`src/rtl/pcf_pkg.sv`:
```
package pcf_pkg;

  typedef enum logic [1:0] {
    ST_IDLE = 2'd0,
    ST_CFG  = 2'd1,
    ST_RESP = 2'd2
  } pcf_state_e;

  typedef enum logic [1:0] {
    SEL_ADDR = 2'd0,
    SEL_DATA = 2'd1,
    SEL_STS  = 2'd2,
    SEL_NONE = 2'd3
  } pcf_sel_e;

  localparam int unsigned WORD_W  = 32;
  localparam int unsigned LANES   = WORD_W / 8;
  localparam int unsigned EN_BIT  = 31;

  function automatic logic [WORD_W-1:0] pcf_fixup(input logic [WORD_W-1:0] d);
    logic [WORD_W-1:0] r;
    r         = d;
    r[1:0]    = 2'b00;
    r[EN_BIT] = 1'b1;
    return r;
  endfunction

endpackage

```
`src/rtl/pcf_decode.sv`:
```
module pcf_decode
  import pcf_pkg::*;
#(
  parameter int unsigned ADDR_W   = 20,
  parameter int unsigned REG_BASE = 32'h80000,
  parameter int unsigned REG_SPAN = 32'hFF,
  parameter int unsigned STS_OFF  = 32'hE0
) (
  input  logic [ADDR_W-1:0] addr,
  output pcf_sel_e          sel
);
  localparam int unsigned CFG_ADDR_OFF = 0;
  localparam int unsigned CFG_DATA_OFF = 4;
  localparam int unsigned WIN_END      = REG_BASE + REG_SPAN;
  localparam int unsigned STS_ABS      = REG_BASE + STS_OFF;

  logic [31:0] a32;
  logic        in_win;

  always_comb begin
    a32    = 32'(addr);
    in_win = (a32 >= REG_BASE) && (a32 < WIN_END);
    if (a32 == CFG_ADDR_OFF)               sel = SEL_ADDR;
    else if (a32 == CFG_DATA_OFF)          sel = SEL_DATA;
    else if (in_win && (a32 == STS_ABS))   sel = SEL_STS;
    else                                   sel = SEL_NONE;
  end
endmodule

```
`src/rtl/pcf_addr_reg.sv`:
```
module pcf_addr_reg
  import pcf_pkg::*;
(
  input  logic              clk,
  input  logic              rst_n,
  input  logic              wr_en,
  input  logic [LANES-1:0]  wr_be,
  input  logic [WORD_W-1:0] wdata,
  output logic [WORD_W-1:0] addr_q
);
  logic full_word;
  assign full_word = &wr_be;

  always_ff @(posedge clk) begin
    if (!rst_n)                  addr_q <= '0;
    else if (wr_en && full_word) addr_q <= pcf_fixup(wdata);
  end

  // accepted write lands with enable set and low bits clear
  a_r2_fixup: assert property (@(posedge clk) disable iff (!rst_n)
    (wr_en && (wr_be == '1)) |=>
      (addr_q[EN_BIT] && (addr_q[1:0] == 2'b00) &&
       (addr_q[EN_BIT-1:2] == $past(wdata[EN_BIT-1:2]))));

  // a partial write leaves the word alone
  a_r3_partial_ignored: assert property (@(posedge clk) disable iff (!rst_n)
    (wr_en && (wr_be != '1)) |=> $stable(addr_q));

  // once written, the stored word never has low bits set
  a_r2_low_bits: assert property (@(posedge clk) disable iff (!rst_n)
    (addr_q != '0) |-> (addr_q[EN_BIT] && (addr_q[1:0] == 2'b00)));
endmodule

```
`src/rtl/pcf_sts_reg.sv`:
```
module pcf_sts_reg
  import pcf_pkg::*;
(
  input  logic              clk,
  input  logic              rst_n,
  input  logic              wr_en,
  input  logic [LANES-1:0]  wr_be,
  input  logic [WORD_W-1:0] wdata,
  output logic [WORD_W-1:0] sts_q
);
  for (genvar i = 0; i < LANES; i++) begin : g_lane
    always_ff @(posedge clk) begin
      if (!rst_n)                sts_q[8*i +: 8] <= 8'h00;
      else if (wr_en && wr_be[i]) sts_q[8*i +: 8] <= wdata[8*i +: 8];
    end

    // a lane whose enable is low keeps its byte
    a_r7_lane_hold: assert property (@(posedge clk) disable iff (!rst_n)
      (wr_en && !wr_be[i]) |=> $stable(sts_q[8*i +: 8]));

    // a lane whose enable is high takes the written byte
    a_r7_lane_take: assert property (@(posedge clk) disable iff (!rst_n)
      (wr_en && wr_be[i]) |=> (sts_q[8*i +: 8] == $past(wdata[8*i +: 8])));
  end
endmodule

```
`src/rtl/pcf_front.sv`:
```
module pcf_front
  import pcf_pkg::*;
#(
  parameter int unsigned ADDR_W   = 20,
  parameter int unsigned REG_BASE = 32'h80000,
  parameter int unsigned REG_SPAN = 32'hFF,
  parameter int unsigned STS_OFF  = 32'hE0
) (
  input  logic              clk,
  input  logic              rst_n,
  input  logic              req_valid,
  output logic              req_ready,
  input  logic              req_write,
  input  logic [ADDR_W-1:0] req_addr,
  input  logic [3:0]        req_be,
  input  logic [31:0]       req_wdata,
  output logic              rsp_valid,
  input  logic              rsp_ready,
  output logic [31:0]       rsp_rdata,
  output logic              cfg_valid,
  input  logic              cfg_ready,
  output logic              cfg_write,
  output logic [31:0]       cfg_addr,
  output logic [3:0]        cfg_be,
  output logic [31:0]       cfg_wdata,
  input  logic [31:0]       cfg_rdata
);
  pcf_state_e        state_q;
  pcf_sel_e          sel;
  logic              accept;
  logic [WORD_W-1:0] addr_q, sts_q, rd_val, rdata_q;
  logic              cfg_write_q;
  logic [LANES-1:0]  cfg_be_q;
  logic [WORD_W-1:0] cfg_wdata_q;

  pcf_decode #(
    .ADDR_W(ADDR_W), .REG_BASE(REG_BASE), .REG_SPAN(REG_SPAN), .STS_OFF(STS_OFF)
  ) u_dec (
    .addr (req_addr),
    .sel  (sel)
  );

  assign req_ready = (state_q == ST_IDLE);
  assign accept    = req_valid && req_ready;

  pcf_addr_reg u_addr (
    .clk    (clk),
    .rst_n  (rst_n),
    .wr_en  (accept && req_write && (sel == SEL_ADDR)),
    .wr_be  (req_be),
    .wdata  (req_wdata),
    .addr_q (addr_q)
  );

  pcf_sts_reg u_sts (
    .clk   (clk),
    .rst_n (rst_n),
    .wr_en (accept && req_write && (sel == SEL_STS)),
    .wr_be (req_be),
    .wdata (req_wdata),
    .sts_q (sts_q)
  );

  always_comb begin
    unique case (sel)
      SEL_ADDR: rd_val = addr_q;
      SEL_STS:  rd_val = sts_q;
      default:  rd_val = '0;
    endcase
  end

  always_ff @(posedge clk) begin
    if (!rst_n) begin
      state_q     <= ST_IDLE;
      rdata_q     <= '0;
      cfg_write_q <= 1'b0;
      cfg_be_q    <= '0;
      cfg_wdata_q <= '0;
    end else begin
      unique case (state_q)
        ST_IDLE: if (accept) begin
          if (sel == SEL_DATA) begin
            state_q     <= ST_CFG;
            cfg_write_q <= req_write;
            cfg_be_q    <= req_be;
            cfg_wdata_q <= req_wdata;
          end else begin
            state_q <= ST_RESP;
            rdata_q <= req_write ? '0 : rd_val;
          end
        end
        ST_CFG: if (cfg_ready) begin
          state_q <= ST_RESP;
          rdata_q <= cfg_write_q ? '0 : cfg_rdata;
        end
        ST_RESP: if (rsp_ready) state_q <= ST_IDLE;
        default: state_q <= ST_IDLE;
      endcase
    end
  end

  assign rsp_valid = (state_q == ST_RESP);
  assign rsp_rdata = rdata_q;
  assign cfg_valid = (state_q == ST_CFG);
  assign cfg_write = cfg_write_q;
  assign cfg_addr  = addr_q;
  assign cfg_be    = cfg_be_q;
  assign cfg_wdata = cfg_wdata_q;

  // exactly one phase visible at a time
  a_r9_one_phase: assert property (@(posedge clk) disable iff (!rst_n)
    $countones({req_ready, cfg_valid, rsp_valid}) == 1);

  // a stalled response keeps its data
  a_r9_rsp_hold: assert property (@(posedge clk) disable iff (!rst_n)
    (rsp_valid && !rsp_ready) |=> (rsp_valid && $stable(rsp_rdata)));

  // a stalled config request keeps all its fields
  a_r5_cfg_hold: assert property (@(posedge clk) disable iff (!rst_n)
    (cfg_valid && !cfg_ready) |=>
      (cfg_valid && $stable(cfg_addr) && $stable(cfg_be) &&
       $stable(cfg_write) && $stable(cfg_wdata)));

  // a data-window access starts a config request next cycle
  a_r5_cfg_start: assert property (@(posedge clk) disable iff (!rst_n)
    (accept && (sel == SEL_DATA)) |=> (cfg_valid && (cfg_be == $past(req_be))));

  // register accesses answer one cycle after acceptance
  a_r10_reg_latency: assert property (@(posedge clk) disable iff (!rst_n)
    (accept && (sel != SEL_DATA)) |=> rsp_valid);

  // a config read hands back the external data
  a_r6_cfg_data: assert property (@(posedge clk) disable iff (!rst_n)
    (cfg_valid && cfg_ready && !cfg_write) |=> (rsp_rdata == $past(cfg_rdata)));
endmodule

```
`config.mk`:
```
export PLATFORM = sky130hd
export DESIGN_NAME = pcf_front
export DESIGN_NICKNAME = d
export VERILOG_FILES = /design/src/rtl/pcf_pkg.sv /design/src/rtl/pcf_decode.sv /design/src/rtl/pcf_addr_reg.sv /design/src/rtl/pcf_sts_reg.sv /design/src/rtl/pcf_front.sv
export SDC_FILE = /design/constraint.sdc
export NUM_CORES = 1
export LEC_CHECK = 0
export BUFFER_PORTS_ARGS = -buffer_cell sky130_fd_sc_hd__buf_2
export CAP_MARGIN = 20
export CELL_PAD_IN_SITES_DETAIL_PLACEMENT = 0
export CELL_PAD_IN_SITES_GLOBAL_PLACEMENT = 2
export CORE_ASPECT_RATIO = 1.75
export CORE_MARGIN = 1
export CORE_UTILIZATION = 29
export CTS_CLUSTER_SIZE = 25
export DETAILED_ROUTE_END_ITERATION = 10
export GPL_TIMING_DRIVEN = 0
export PLACE_DENSITY_LB_ADDON = 0.1
export REMOVE_ABC_BUFFERS = 1
export SETUP_SLACK_MARGIN = 0.05
export SLEW_MARGIN = 20
export SYNTH_ARGS = -nofsm -noshare
export SYNTH_HDL_FRONTEND = slang
export SYNTH_SLANG_ARGS = --single-unit
```
`constraint.sdc`:
```
create_clock -name clk -period 2.7 [get_ports clk]
set_input_delay 0.27 -clock clk [delete_from_list [all_inputs] [get_ports clk]]
set_output_delay 0.27 -clock clk [all_outputs]
set_load 0.01 [all_outputs]
```
Word-level counts from Yosys, hierarchy flattened
Index checks and enable logic that the tools add are counted.
{ "classes": {"order_cmp": 2, "n_eq_ne": 10, "n_mux": 15, "n_reduce_logical": 19} }
{ "ops": {"columns": ["op", "count"], "rows": [
  ["32-bit two-way mux", 5],
  ["32-bit one-hot mux with 2 select lines", 2],
  ["20-bit equality test, second input constant", 1],
  ["20-bit by 3-bit equality test with 1-bit output, second input constant", 1],
  ["20-bit greater-or-equal comparator, second input constant", 1],
  ["20-bit logical NOT", 1],
  ["20-bit less-than comparator, second input constant", 1],
  ["2-bit two-way mux", 6],
  ["1-bit logical AND", 11],
  ["4-bit AND reduction", 2],
  ["2-bit by 1-bit != test with 1-bit output, second input constant", 3],
  ["2-bit one-hot mux with 3 select lines", 1],
  ["3-bit AND reduction", 2],
  ["2-bit by 1-bit equality test with 1-bit output, second input constant", 2],
  ["2-bit equality test, second input constant", 2],
  ["2-bit logical NOT", 2],
  ["2-bit != test, second input constant", 1],
  ["2-bit nonzero test", 1],
  ["1-bit two-way mux", 1]
]} }
{ "totals": {"ff_bits": 133, "inputBits": 94, "out_inout_bits": 104, "wordCells": 56} }

Depth between registers and ports, before layout
{ "logic_depth": {"word_depth": 12, "ltp_mapped": 8, "mapped_depth_nobuf": 5} }

Cells and area by module
Synthesis repeated with hierarchy kept, for this count alone.
{ "unflattened": {"cells_unflattened": 662, "hier_area_um2": 6059.6} }
{ "by_module_without_submodules": {"columns": ["mod", "n_inst", "cells_per_inst", "area_each_um2", "seq_area_each_um2"], "rows": [
  ["pcf_front", 1, 368, 3338.2, 1421.4],
  ["pcf_sts_reg", 1, 151, 1426.4, 640.6],
  ["pcf_addr_reg", 1, 134, 1236.2, 600.6],
  ["pcf_decode", 1, 9, 58.8, 0.0]
]} }

Worst setup path after synthesis
OpenSTA, ideal clock, no wires.
{ "synth_timing": {"kind": "input-to-reg", "from": "input port req_addr[11]", "to": "register rdata_q[17] (netlist: rsp_rdata[17])", "setup_ns": 0.133, "arrival_time_ns": 2.008, "required_time_ns": 2.567, "path_slack_ns": 0.560, "stages": 6, "n_path_buf": 1, "cell_sequence": "or4_4 > nor4_4 > a311oi_1 > clkbuf_1 > o21ai_0 > a21oi_1"} }
{ "synth_between": {"elab_chain_len": 12, "elab_cells_between_ends": 20, "classes_between": "2 x order compare; 5 x eq/ne; 8 x mux; 5 x reduce/logical"} }
{ "synth_rtl": {"columns": ["item", "line", "source"], "rows": [
  ["from (decl)", "pcf_front.sv:14", "input logic [ADDR_W-1:0] req_addr,"],
  ["20-bit greater-or-equal comparator or 20-bit less-than comparator (tied branches)", "pcf_decode.sv:22", "in_win = (a32 >= REG_BASE) && (a32 < WIN_END);"],
  ["1-bit logical AND", "pcf_decode.sv:22", null],
  ["1-bit logical AND", "pcf_decode.sv:25", "else if (in_win && (a32 == STS_ABS)) sel = SEL_STS;"],
  ["1-bit two-way mux", "pcf_decode.sv:25", null],
  ["2-bit two-way mux", "pcf_decode.sv:24", "else if (a32 == CFG_DATA_OFF) sel = SEL_DATA;"],
  ["2-bit two-way mux *", "pcf_decode.sv:23", "if (a32 == CFG_ADDR_OFF) sel = SEL_ADDR;"],
  ["2-bit equality test or 2-bit logical NOT (tied branches)", "pcf_front.sv:65", "unique case (sel)"],
  ["32-bit one-hot mux with 2 select lines", "pcf_front.sv:65", null],
  ["32-bit two-way mux", "pcf_front.sv:89", "rdata_q <= req_write ? '0 : rd_val;"],
  ["32-bit two-way mux", "pcf_front.sv:82", "if (sel == SEL_DATA) begin"],
  ["32-bit two-way mux", "pcf_front.sv:81", "ST_IDLE: if (accept) begin"],
  ["32-bit one-hot mux with 2 select lines", "pcf_front.sv:80", "unique case (state_q)"],
  ["to (signal assigned)", "pcf_front.sv:89", null],
  ["to (signal assigned)", "pcf_front.sv:94", "rdata_q <= cfg_write_q ? '0 : cfg_rdata;"],
  ["to (decl)", "pcf_front.sv:31", "logic [WORD_W-1:0] addr_q, sts_q, rd_val, rdata_q;"]
]} }
Every way passes the cells marked *; elsewhere a longest branch is shown, timed or not. The select of a mux whose other input is x is not followed.
A chain may end at the register's enable or synchronous reset.

Worst setup path after layout
{ "layout_timing": {"from": "register state_q[1]", "to": "register rdata_q[0] (netlist: rsp_rdata[0])"} }
{ "layout_between": {"elab_chain_len": 4, "elab_cells_between_ends": 9, "classes_between": "4 x eq/ne; 1 x mux; 4 x reduce/logical"} }
{ "layout_rtl": {"columns": ["item", "line", "source"], "rows": [
  ["from (decl)", "pcf_front.sv:28", "pcf_state_e state_q;"],
  ["from (signal assigned)", "pcf_front.sv:74", "state_q <= ST_IDLE;"],
  ["from (signal assigned)", "pcf_front.sv:83", "state_q <= ST_CFG;"],
  ["from (signal assigned)", "pcf_front.sv:88", "state_q <= ST_RESP;"],
  ["2-bit logical NOT", "pcf_front.sv:43, pcf_front.sv:80", null],
  ["1-bit logical AND", "pcf_front.sv:44", "assign accept = req_valid && req_ready;"],
  ["2-bit by 1-bit != test with 1-bit output (no line)", null, null],
  ["4-bit AND reduction (no line)", null, null]
]} }
Parallel ways exist; a longest one is shown, timed or not.

==> flow_summary.toml <==
[sta]
fin_setup_tns_ns = 0
period_share_pct = 90.84
report.final.slew_viol_count = 0
tightest_slew_ns = 0.6054
finalCriticalPeriod_ns = 2.453
fmax_mhz = 407.7
finalHoldViolCount = 0
relSlewSlack_pct = 59.64
fin_worst_skew_ns = 0.005664
rsz0062_at_grt = "no"
setup_viol = 0

[placed_design]
dp_hpwl_mm = 12.23
gp_congestion = 0.7009
dpl.cell_count = 1007
portBuffers = 195
place_area_um2 = 6905

[grt]
grt_pass1_wl_mm = 27.90
grt.busiest_layer = "met2"
antenna_found_initial = 0
met3_usage_pct = 4.692
grt_pass1_vias = 5054
overflow = 0
grtUsageMet2_pct = 32.88
grtUsageTotal_pct = 18.77
grt_max_degree = 145
grtUsageMet1_pct = 21.58

[layout]
nets = 885
stdcell_area_um2 = 7461
area_growth_pct = 33.64
nFillCells = 1939
drive_gt1_share_pct = 31.26
layout.cells.non_filler = 1041
antenna_cells = 0

[logic_synthesis]
synth.most_common_cell = "dfxtp_1"
synth_xor_xnor_area_share_pct = 0
synth_cell_type_count = 36
yosysSeqAreaShare_pct = 47.69
synth_edf_count = 0
synth-main-ff-cell = "dfxtp_1"
synthAdderAreaFrac_pct = 0
ys_warn_count = 0
synth_top_cell_by_area = "dfxtp_1"
synth_compound_area_share_pct = 18.65
ys_ff_latch = 133
syn_inst = 619
synthArstFlopShare_pct = 0
synth_mux_area_share_pct = 11.12
synthSimpleGateAreaFrac_pct = 17.77
synthesis.area_um2 = 5583
synth_top_family_by_area = "compound AO/OA/AOI/OAI gates"
synth_top_area_share_pct = 47.69
synth_common_cells = "dfxtp_1, nand2_1, mux2i_1"
synth_area_leaders = "dfxtp_1, mux2i_1, nand2_1"
avgSynthCellArea_um2 = 9.019

[drt]
drt-pass1-iter-count = 4
wire_per_inst_um = 17.44
routed_wl_mm = 18.16
via_count = 5156
drt_iter0_drc = 223
ant_nets = 0
drc = 0
routed_via_density = 4.953

[die]
num_rows = 66
die_area_um2 = 19830
core_area_um2 = 18750
num_io_pins = 198
fp.dieH_um = 185.5
die-width_um = 106.9
initial_core_util_pct = 29.78

[min_path]
hp-class = "input pin to flop"

[clocking]
clock_path_buffers = 2
cts_tree = "done"
cts_hold_buf = 0
numCtsBuffers = 17
ctsHtreeMaxLevel = 4
root_buffer = "clkbuf_16"
cts.sinks = 133
clk_latency_ns = 0.42
path_clk_slew_ns = 0.05

[critical_path]
crit_arrival_ns = 2.82
start_kind = "flop"
crit_fanout = 18
critPathTopFamily = "simple AND/OR/NAND/NOR gates"
cp-end-kind = "flop"
required_ns = 3.06
critical_path.max_stage_delay_ns = 0.86
slowest_stage = "or4_2"
path_cells = "nor2b_1 > or3_1 > or4_2 > buf_16 > o211ai_1 > o211a_1"
critPathKind = "flop to flop"
crit_buf_inv = 1

[job]
maxCapViolCount = 0

[power]
p_leak_nw = 3.293
vdd_drop_max_mv = 0.3244
powerDensity_nw_per_um2 = 592.3

[outcome]
status = "finished, final reports clean"
timing repair:
action                                  CTS  global route
resized for setup                         0             0
setup buffers                             3             0
endpoints found under the setup margin    9             0
placed cells by master (no fill, tap or decap), types with 3 or more instances in the layout:
master     count
a22oi_1       30
buf_4          3
o21ai_0       61
nand4_2        4
clkbuf_1       5
buf_8          7
mux2i_1       62
o21ai_1        7
nand2_1      100
clkinv_2       4
dfxtp_1      133
buf_2        194
nand3_1       37
a2bb2oi_1     30
a21oi_1       31
buf_16         4
clkbuf_8       5
nor2b_1       35
clkbuf_16     17
state kept, by name (all words and copies together), names as in the netlist:
| register | cells |
|---|---|
| u_sts.sts_q | 32 |
| cfg_wdata | 32 |
| rsp_rdata | 32 |
| cfg_write | 1 |
| cfg_be | 4 |
| u_addr.addr_q | 30 |
| state_q | 2 |
routing by layer:
layer  share of wire, %  routed length, um
met1                 42               7558
met2                 52               9379
met3                5.2                948
met4                1.5                270
met5                  0                  0
cells by family (layout without fill, tap and decap cells):
family / Yosys count / count (layout)
AO/OA/AOI/OAI: 166 / 166
buffers and inverters: 61 / 244
flip-flops: 133 / 133
multiplexers: 62 / 62
other: 1 / 2
AND/OR/NAND/NOR: 196 / 196
tightest hold or removal path, stage by stage:
cell and delay, ns:
buf_2 0.09, nand3_1 0.05, o21ai_0 0.06
cell type report:
type                       instances  area (um^2)  share of cell area [%]
clock buffer                      27        513.0                   6.876
clock inverter                     4        20.02                  0.2683
inverter                           2        7.507                  0.1006
multi-input combinational        426         2700                   36.19
sequential                       133         2663                   35.69
tap                              238        297.8                   3.991
timing repair buffer             211         1260                   16.89
path summary, 6_finish.rpt:
check	startpoint	to	slack, ns	depth (start not counted)
worst min-delay path	req_wdata[31]	cfg_wdata[31]	0.09	3
worst max-delay path	state_q[1]	rsp_rdata[0]	0.25	6
worst max register to register	state_q[1]	rsp_rdata[0]	0.25	6
worst min register to register	cfg_be[3]	cfg_be[3]	0.44	2
report_power, final:
group	leakage, nW	switching (W)	internal, W
combinational	1.95	0.000171	0.000126
sequential	1.08	0.0000166	0.00200
clock	0.267	0.000825	0.00128
total	3.29	0.00101	0.00341
per-stage QoR:
step / utilization, % / setup slack [ns] / hold slack (ns) / power (W)
global route: 39.80 / 0.1418 / 0.09476 / 0.004615
finish: 39.80 / 0.2473 / 0.08778 / 0.004419
floorplan: - / -1.926 / 0.3702 / 0.002145
detailed placement: 36.84 / -0.2078 / 0.4367 / 0.002354
CTS: 39.80 / 0.2547 / 0.05661 / 0.004491
global placement: 35.24 / -5.583 / 0.4334 / 0.002335
Power figures use the tool's default switching activity.
